### config.mk
export PLATFORM = sky130hd
export DESIGN_NAME = codec_serial_port
export DESIGN_NICKNAME = d
export VERILOG_FILES = /design/src/rtl/codec_port_pkg.sv /design/src/rtl/cport_tx_shifter.sv /design/src/rtl/cport_rx_capture.sv /design/src/rtl/cport_out_gate.sv /design/src/rtl/codec_serial_port.sv
export SDC_FILE = /design/constraint.sdc
export NUM_CORES = 1
export LEC_CHECK = 0
export ABC_AREA = 1
export BUFFER_PORTS_ARGS = -buffer_cell sky130_fd_sc_hd__buf_2
export CAP_MARGIN = 20
export CELL_PAD_IN_SITES_DETAIL_PLACEMENT = 1
export CELL_PAD_IN_SITES_GLOBAL_PLACEMENT = 1
export CORE_MARGIN = 3
export CORE_UTILIZATION = 30
export CTS_BUF_LIST = sky130_fd_sc_hd__clkbuf_8
export CTS_CLUSTER_SIZE = 20
export DETAILED_ROUTE_END_ITERATION = 12
export GPL_TIMING_DRIVEN = 0
export PLACE_DENSITY_LB_ADDON = 0.1
export SLEW_MARGIN = 20
export SYNTH_ARGS = -nofsm -noshare
export SYNTH_HDL_FRONTEND = slang
export SYNTH_HIERARCHICAL = 1
export SYNTH_SLANG_ARGS = --single-unit
### constraint.sdc
create_clock -name clk -period 1.9 [get_ports clk]
set_input_delay 0.38 -clock clk [delete_from_list [all_inputs] [get_ports clk]]
set_output_delay 0.38 -clock clk [all_outputs]
set_load 0.01 [all_outputs]
### src/rtl/codec_port_pkg.sv
package codec_port_pkg;

  localparam int unsigned CP_SAMPLE_W = 13;
  localparam int unsigned CP_TAIL_W   = 3;

  function automatic int unsigned cp_cnt_w(input int unsigned w);
    return (w < 2) ? 1 : $clog2(w);
  endfunction

endpackage

### src/rtl/cport_tx_shifter.sv
module cport_tx_shifter
  import codec_port_pkg::*;
#(
  parameter int unsigned SAMPLE_W = CP_SAMPLE_W,
  parameter int unsigned TAIL_W   = CP_TAIL_W
) (
  input  logic                clk,
  input  logic                rst_n,
  input  logic                pwr_n,
  input  logic                fsync,
  input  logic                mute,
  input  logic [SAMPLE_W-1:0] sample,
  output logic                ser_bit,
  output logic                ser_act
);

  localparam int unsigned WORD_W = SAMPLE_W + TAIL_W;
  localparam int unsigned CNT_W  = cp_cnt_w(WORD_W);
  localparam logic [CNT_W-1:0] LAST     = CNT_W'(WORD_W - 1);
  localparam logic [CNT_W-1:0] TAIL_POS = CNT_W'(SAMPLE_W);

  logic              fs_q;
  logic              active;
  logic [WORD_W-1:0] sh;
  logic [CNT_W-1:0]  cnt;
  logic              start;

  assign start = pwr_n && fsync && !fs_q;

  always_ff @(posedge clk or negedge rst_n) begin
    if (!rst_n) begin
      fs_q   <= 1'b0;
      active <= 1'b0;
      sh     <= '0;
      cnt    <= '0;
    end else begin
      fs_q <= fsync;
      if (!pwr_n) begin
        active <= 1'b0;
        cnt    <= '0;
      end else if (start) begin
        sh     <= mute ? '0 : {sample, {TAIL_W{1'b0}}};
        cnt    <= '0;
        active <= 1'b1;
      end else if (active) begin
        sh  <= {sh[WORD_W-2:0], 1'b0};
        cnt <= cnt + 1'b1;
        if (cnt == LAST) active <= 1'b0;
      end
    end
  end

  assign ser_bit = sh[WORD_W-1];
  assign ser_act = active;

  assert_pad_zero_R2: assert property (@(posedge clk) disable iff (!rst_n)
    (active && cnt >= TAIL_POS) |-> !sh[WORD_W-1]);

  assert_word_end_R3: assert property (@(posedge clk) disable iff (!rst_n)
    (active && cnt == LAST && !start) |=> !active);

  assert_mute_zero_R5: assert property (@(posedge clk) disable iff (!rst_n)
    (start && mute) |=> (sh == '0));

  assert_pdn_idle_R10: assert property (@(posedge clk) disable iff (!rst_n)
    !pwr_n |=> !active);

endmodule

### src/rtl/cport_rx_capture.sv
module cport_rx_capture
  import codec_port_pkg::*;
#(
  parameter int unsigned SAMPLE_W = CP_SAMPLE_W,
  parameter int unsigned TAIL_W   = CP_TAIL_W
) (
  input  logic                clk,
  input  logic                rst_n,
  input  logic                pwr_n,
  input  logic                fsync,
  input  logic                ser_in,
  output logic [SAMPLE_W-1:0] sample,
  output logic [TAIL_W-1:0]   tail,
  output logic                strobe
);

  localparam int unsigned WORD_W = SAMPLE_W + TAIL_W;
  localparam int unsigned CNT_W  = cp_cnt_w(WORD_W);
  localparam logic [CNT_W-1:0] LAST = CNT_W'(WORD_W - 1);

  logic              fs_q;
  logic              busy;
  logic [WORD_W-1:0] sh;
  logic [WORD_W-1:0] sh_next;
  logic [CNT_W-1:0]  cnt;
  logic              start;

  assign start   = pwr_n && fsync && !fs_q;
  assign sh_next = {sh[WORD_W-2:0], ser_in};

  always_ff @(negedge clk or negedge rst_n) begin
    if (!rst_n) begin
      fs_q   <= 1'b0;
      busy   <= 1'b0;
      sh     <= '0;
      cnt    <= '0;
      sample <= '0;
      tail   <= '0;
      strobe <= 1'b0;
    end else begin
      fs_q <= fsync;
      if (!pwr_n) begin
        busy   <= 1'b0;
        strobe <= 1'b0;
      end else if (start) begin
        sh     <= sh_next;
        cnt    <= CNT_W'(1);
        busy   <= 1'b1;
        strobe <= 1'b0;
      end else if (busy) begin
        sh  <= sh_next;
        cnt <= cnt + 1'b1;
        if (cnt == LAST) begin
          busy   <= 1'b0;
          strobe <= 1'b1;
          sample <= sh_next[WORD_W-1 -: SAMPLE_W];
          tail   <= sh_next[TAIL_W-1:0];
        end else begin
          strobe <= 1'b0;
        end
      end else begin
        strobe <= 1'b0;
      end
    end
  end

  assert_strobe_single_R8: assert property (@(negedge clk) disable iff (!rst_n)
    strobe |=> !strobe);

  assert_strobe_holds_R8: assert property (@(negedge clk) disable iff (!rst_n)
    !strobe |-> $stable(sample) && $stable(tail));

  assert_pdn_quiet_R10: assert property (@(negedge clk) disable iff (!rst_n)
    !pwr_n |=> !strobe);

endmodule

### src/rtl/cport_out_gate.sv
module cport_out_gate (
  input  logic pwr_n,
  input  logic bit_in,
  input  logic act_in,
  output logic pad_bit,
  output logic pad_en
);

  assign pad_en  = act_in && pwr_n;
  assign pad_bit = pad_en && bit_in;

endmodule

### src/rtl/codec_serial_port.sv
module codec_serial_port
  import codec_port_pkg::*;
#(
  parameter int unsigned SAMPLE_W = CP_SAMPLE_W,
  parameter int unsigned TAIL_W   = CP_TAIL_W
) (
  input  logic                clk,
  input  logic                rst_n,
  input  logic                pwr_n,
  input  logic                fsx,
  input  logic [SAMPLE_W-1:0] tx_sample,
  input  logic                mic_mute,
  output logic                dout,
  output logic                dout_en,
  input  logic                fsr,
  input  logic                din,
  output logic [SAMPLE_W-1:0] rx_sample,
  output logic [TAIL_W-1:0]   rx_vol,
  output logic                rx_valid
);

  logic tx_bit;
  logic tx_act;

  cport_tx_shifter #(.SAMPLE_W(SAMPLE_W), .TAIL_W(TAIL_W)) u_tx (
    .clk     (clk),
    .rst_n   (rst_n),
    .pwr_n   (pwr_n),
    .fsync   (fsx),
    .mute    (mic_mute),
    .sample  (tx_sample),
    .ser_bit (tx_bit),
    .ser_act (tx_act)
  );

  cport_out_gate u_gate (
    .pwr_n   (pwr_n),
    .bit_in  (tx_bit),
    .act_in  (tx_act),
    .pad_bit (dout),
    .pad_en  (dout_en)
  );

  cport_rx_capture #(.SAMPLE_W(SAMPLE_W), .TAIL_W(TAIL_W)) u_rx (
    .clk    (clk),
    .rst_n  (rst_n),
    .pwr_n  (pwr_n),
    .fsync  (fsr),
    .ser_in (din),
    .sample (rx_sample),
    .tail   (rx_vol),
    .strobe (rx_valid)
  );

  assert_quiet_pad_R3: assert property (@(posedge clk) disable iff (!rst_n)
    !dout_en |-> !dout);

endmodule

Word level (Yosys, flattened, before mapping):

Index checks and enable logic that the tools add are counted.

* flip-flop bits (word level): 60
* input port bits: 20
* output and inout bits: 19
* word-level logic and storage cells: 52

* add/sub/neg operators: 2
* equal/unequal tests: 3
* muxes and demuxes: 22
* bitwise logic cells: 1
* reductions and logical operators: 13

Operators by type and width (number)
* $mux 16: 3
* $mux 15: 2
* $mux 4: 5
* $mux 1: 12
* $add 4x1->4 const B: 2
* $eq 4x4->1 const B: 2
* $logic_and 1x1->1: 6
* $reduce_and 2->1: 2
* $reduce_and 4->1: 1
* $reduce_bool 2->1: 2
* $ne 3x1->1 const B: 1
* $logic_not 1->1: 2
* $not 1->1: 1

Logic depth before layout (Yosys ltp):

* depth after elaboration: 5
* depth in mapped cells: 8

Hierarchy:

The synthesis kept the hierarchy.

By module, submodules not included
* cport_rx_capture: times used 1, cells each 161, area each 1535.2 um2, sequential area each 950.9 um2
* cport_tx_shifter: times used 1, cells each 154, area each 1097.3 um2, sequential area each 475.5 um2
* cport_out_gate: times used 1, cells each 4, area each 17.5 um2, sequential area each 0.0 um2

==> qor.csv <==
stage,metric,value,unit
synthesis,synth_nets,341,
die,ios,39,
power_and_ir_drop,p_int,2.59,mW
timing,clock_skew,0.00709,ns
final_layout,final-seq-area,1430,um2
timing,rsz0062_at_grt,yes,
synthesis,ys.flop_type,dfrtn_1,
job,max_cap_viol_count,0,
final_layout,nets,410,
place,port_buffers,38,
critical_path,path_max_fanout,2,
critical_path,crit_buf_inv,1,
status,violations,setup timing,
final_layout,nFillCells,1014,
die,die_y,100,um
power_and_ir_drop,power.density,1020,nW/um2
clock_network,clk_latency,0.33,ns
critical_path,cp_slowest_cell,dfrtn_1,
critical_path,cp.arrival,1.84,ns
timing,setup_viol,17,
place,post-place-ws,-0.540,ns
synthesis,synth_edf_count,0,
power_and_ir_drop,p_clk_frac,0.395,
critical_path,setup.worst_path.class,flop to output pin,
synthesis,synth_seq_cells,57,
synthesis,syn-instance-count,319,
die,rows,33,
power_and_ir_drop,pwr-share-seq,0.453,
route,drc_errors,0,
global_routing,gr-usage-all-layers,0.139,
critical_path,critPathTopFamily,flip-flops,
clock_network,clk_pin_slew,0.07,ns
power_and_ir_drop,p_sw_frac,0.271,
route,drtIter0Drc,72,
synthesis,yosysWarnings,6,
hold_path,hp-class,primary input to asynchronous set/reset pin,
timing,drv_slew,0,
route,drt_first_pass_iters,4,
timing,tightest_slew,0.743,ns
final_layout,drive_above_1_share,0.267,
route,routedWlPerCell,12.9,um
synthesis,synth_most_common_cell,nand2_1,
die,die_w,100,um
synthesis,ys_seq_area_frac,0.538,
synthesis,yosysUniqueCellTypes,26,
clock_network,clockBufferDepth,2,
route,wirelength,6430,um
critical_path,critPathLaunch,u_rx/sample[8],
final_layout,multi_input_area,1080,um2
final_layout,diodes,0,
die,die-area,10000,um2
power_and_ir_drop,combinationalPowerShare,0.152,
global_routing,grt_pass1_wl,11000,um
critical_path,endpoint_kind,output pin,
timing,max_slew_margin,0.505,
global_routing,grt_max_degree,58,
route,routed-via-count,2199,
die,start_util,0.316,
route,drtAntennaViolNets,0,
critical_path,start_kind,flop,
synthesis,synth_common_cells,"nand2_1 (154), dfrtn_1 (38), inv_1 (26)",
place,gp_congestion,0.733,
timing,hold_viol,0,
global_routing,grt_pass1_vias,2307,
route,avgViaCountPerCell,4.42,
power_and_ir_drop,switchingPower,0.963,mW
critical_path,r2r-start,u_rx/cnt[0],
synthesis,postSynthAreaPerCell,8.31,um2
timing,worst_slack,-0.322,ns
die,coreArea,8380,um2
timing,setup_tns,-4.90,ns
clock_network,numCtsBuffers,9,
synthesis,yosysTopAreaCell,dfrtn_1,
synthesis,syn_area,2650,um2
critical_path,cp_slowest_stage_delay,0.43,ns
clock_network,cts.sinks,57,
place,hpwl,4130,um
critical_path,required,1.52,ns
clock_network,cts-root-buf,clkbuf_8,
clock_network,h-tree-depth,3,
status,status,"complete, but fails checks",
global_routing,antenna_found_initial,0,
critical_path,path_cells,buf_2,
synthesis,synth_top_cell_area_share,0.359,
clock_network,cts_tree,built,
power_and_ir_drop,p_leak,1.95,nW
final_layout,area_growth,31.7,%
synthesis,postSynth.asyncResetShare,1.00,
global_routing,grt-ovfl-total,0,
synthesis,yosys-top-cells-area,"dfrtn_1 (36%), nand2_1 (22%), dfrtp_1 (18%), inv_1 (3.7%), o21ai_0 (3.6%)",
power_and_ir_drop,ir_drop,0.360,mV
layout by cell type (no fill, tap or decap), types with 4 or more instances in the layout:
| cell type | n |
|---|---|
| buf_2 | 36 |
| buf_4 | 21 |
| buf_6 | 8 |
| clkbuf_8 | 10 |
| dfrtn_1 | 38 |
| dfrtp_1 | 19 |
| inv_1 | 26 |
| nand2_1 | 151 |
| nand3_1 | 6 |
| nand4_1 | 4 |
| nor2_1 | 18 |
| o21ai_0 | 12 |
| o21ai_1 | 7 |
final cells by class:
type                            count  share of cell area
Buffer                             10              0.0297
Clock buffer                       10              0.0394
Clock inverter                      6              0.0301
Inverter                           29              0.0348
Multi-Input combinational cell    223               0.310
Sequential cell                    57               0.409
Tap cell                          105              0.0376
Timing Repair Buffer               58               0.110
worst reg2reg max path: stages (launching register included):
cell,delay [ns]
dfrtn_1,0.47
ha_1,0.22
nand3_2,0.15
inv_2,0.11
nand3_4,0.15
clkbuf_16,0.20
nand2_1,0.05
nand2_1,0.05
state kept, by name, indices dropped and copies added (netlist names):
register and cells:
u_tx/cnt 4, u_tx/sh 13, u_tx/fs_q 1, u_rx/cnt 4, u_rx/sh 15, u_rx/strobe 1
u_rx/busy 1, u_rx/tail 3, u_rx/sample 13, u_rx/fs_q 1, u_tx/ser_act 1
metrics by stage:
step / power (mW) / cells / instance area (um2) / hold WS (ns) / utilization
4_1_cts: 3.60 / 483 / 3340 / 0.137 / 0.399
5_1_grt: 3.78 / 498 / 3490 / 0.179 / 0.416
6_report: 3.55 / 498 / 3490 / 0.132 / 0.416
3_5_place_dp: 2.15 / 462 / 3040 / 0.417 / 0.363
2_1_floorplan: 1.98 / 319 / 2720 / 0.0844 / -
3_3_place_gp: 2.13 / 462 / 3040 / 0.412 / 0.362
cells by family (layout without fill, tap and decap cells):
family,after synthesis,in the layout,synth area share
compound gates,21,21,0.0449
flops,57,57,0.538
buf+inv,39,113,0.0784
fa+ha+maj,2,2,0.00944
mux,1,1,0.00378
xor+xnor,2,2,0.00661
simple gates,197,197,0.319
layer usage:
metal,track usage,vias to the layer above,part of all wire
met4,0.0653,0,0.016
met5,0,-,0
met2,0.236,29,0.50
li1,-,1111,-
met1,0.175,1050,0.46
met3,0.0215,9,0.030
worst paths after layout:
kind                       depth (start not counted)        endpoint  slack [ns]
setup / recovery                                   1    rx_sample[8]       -0.32
min in group clk                                   1       u_tx/fs_q        0.24
hold reg to reg                                    2  u_rx/sample[6]        0.42
hold / removal                                     1      u_tx/sh[3]        0.13
setup reg to reg                                   7  u_rx/sample[2]        0.34
max in group asynchronous                          1  u_rx/sample[9]        0.42
what timing repair did:
action / 4_1_cts / 5_1_grt
gates cloned: 0 / 1
endpoints found under the setup margin: 44 / 27
gates resized for setup: 5 / 4
endpoints found under the hold margin: 0 / 0
hold buffers: 0 / 0
pin swaps: 2 / 2
buffers inserted: 5 / 14
power by group through the flow:
| stage | registers [mW] | clock network [mW] | logic, mW |
|---|---|---|---|
| 2_1_floorplan | 1.59 | 0 | 0.384 |
| 3_3_place_gp | 1.62 | 0 | 0.506 |
| 3_5_place_dp | 1.63 | 0 | 0.521 |
| 4_1_cts | 1.61 | 1.44 | 0.542 |
| 5_1_grt | 1.65 | 1.50 | 0.638 |
| 6_report | 1.61 | 1.40 | 0.539 |
(Power assumes the default switching activity.)
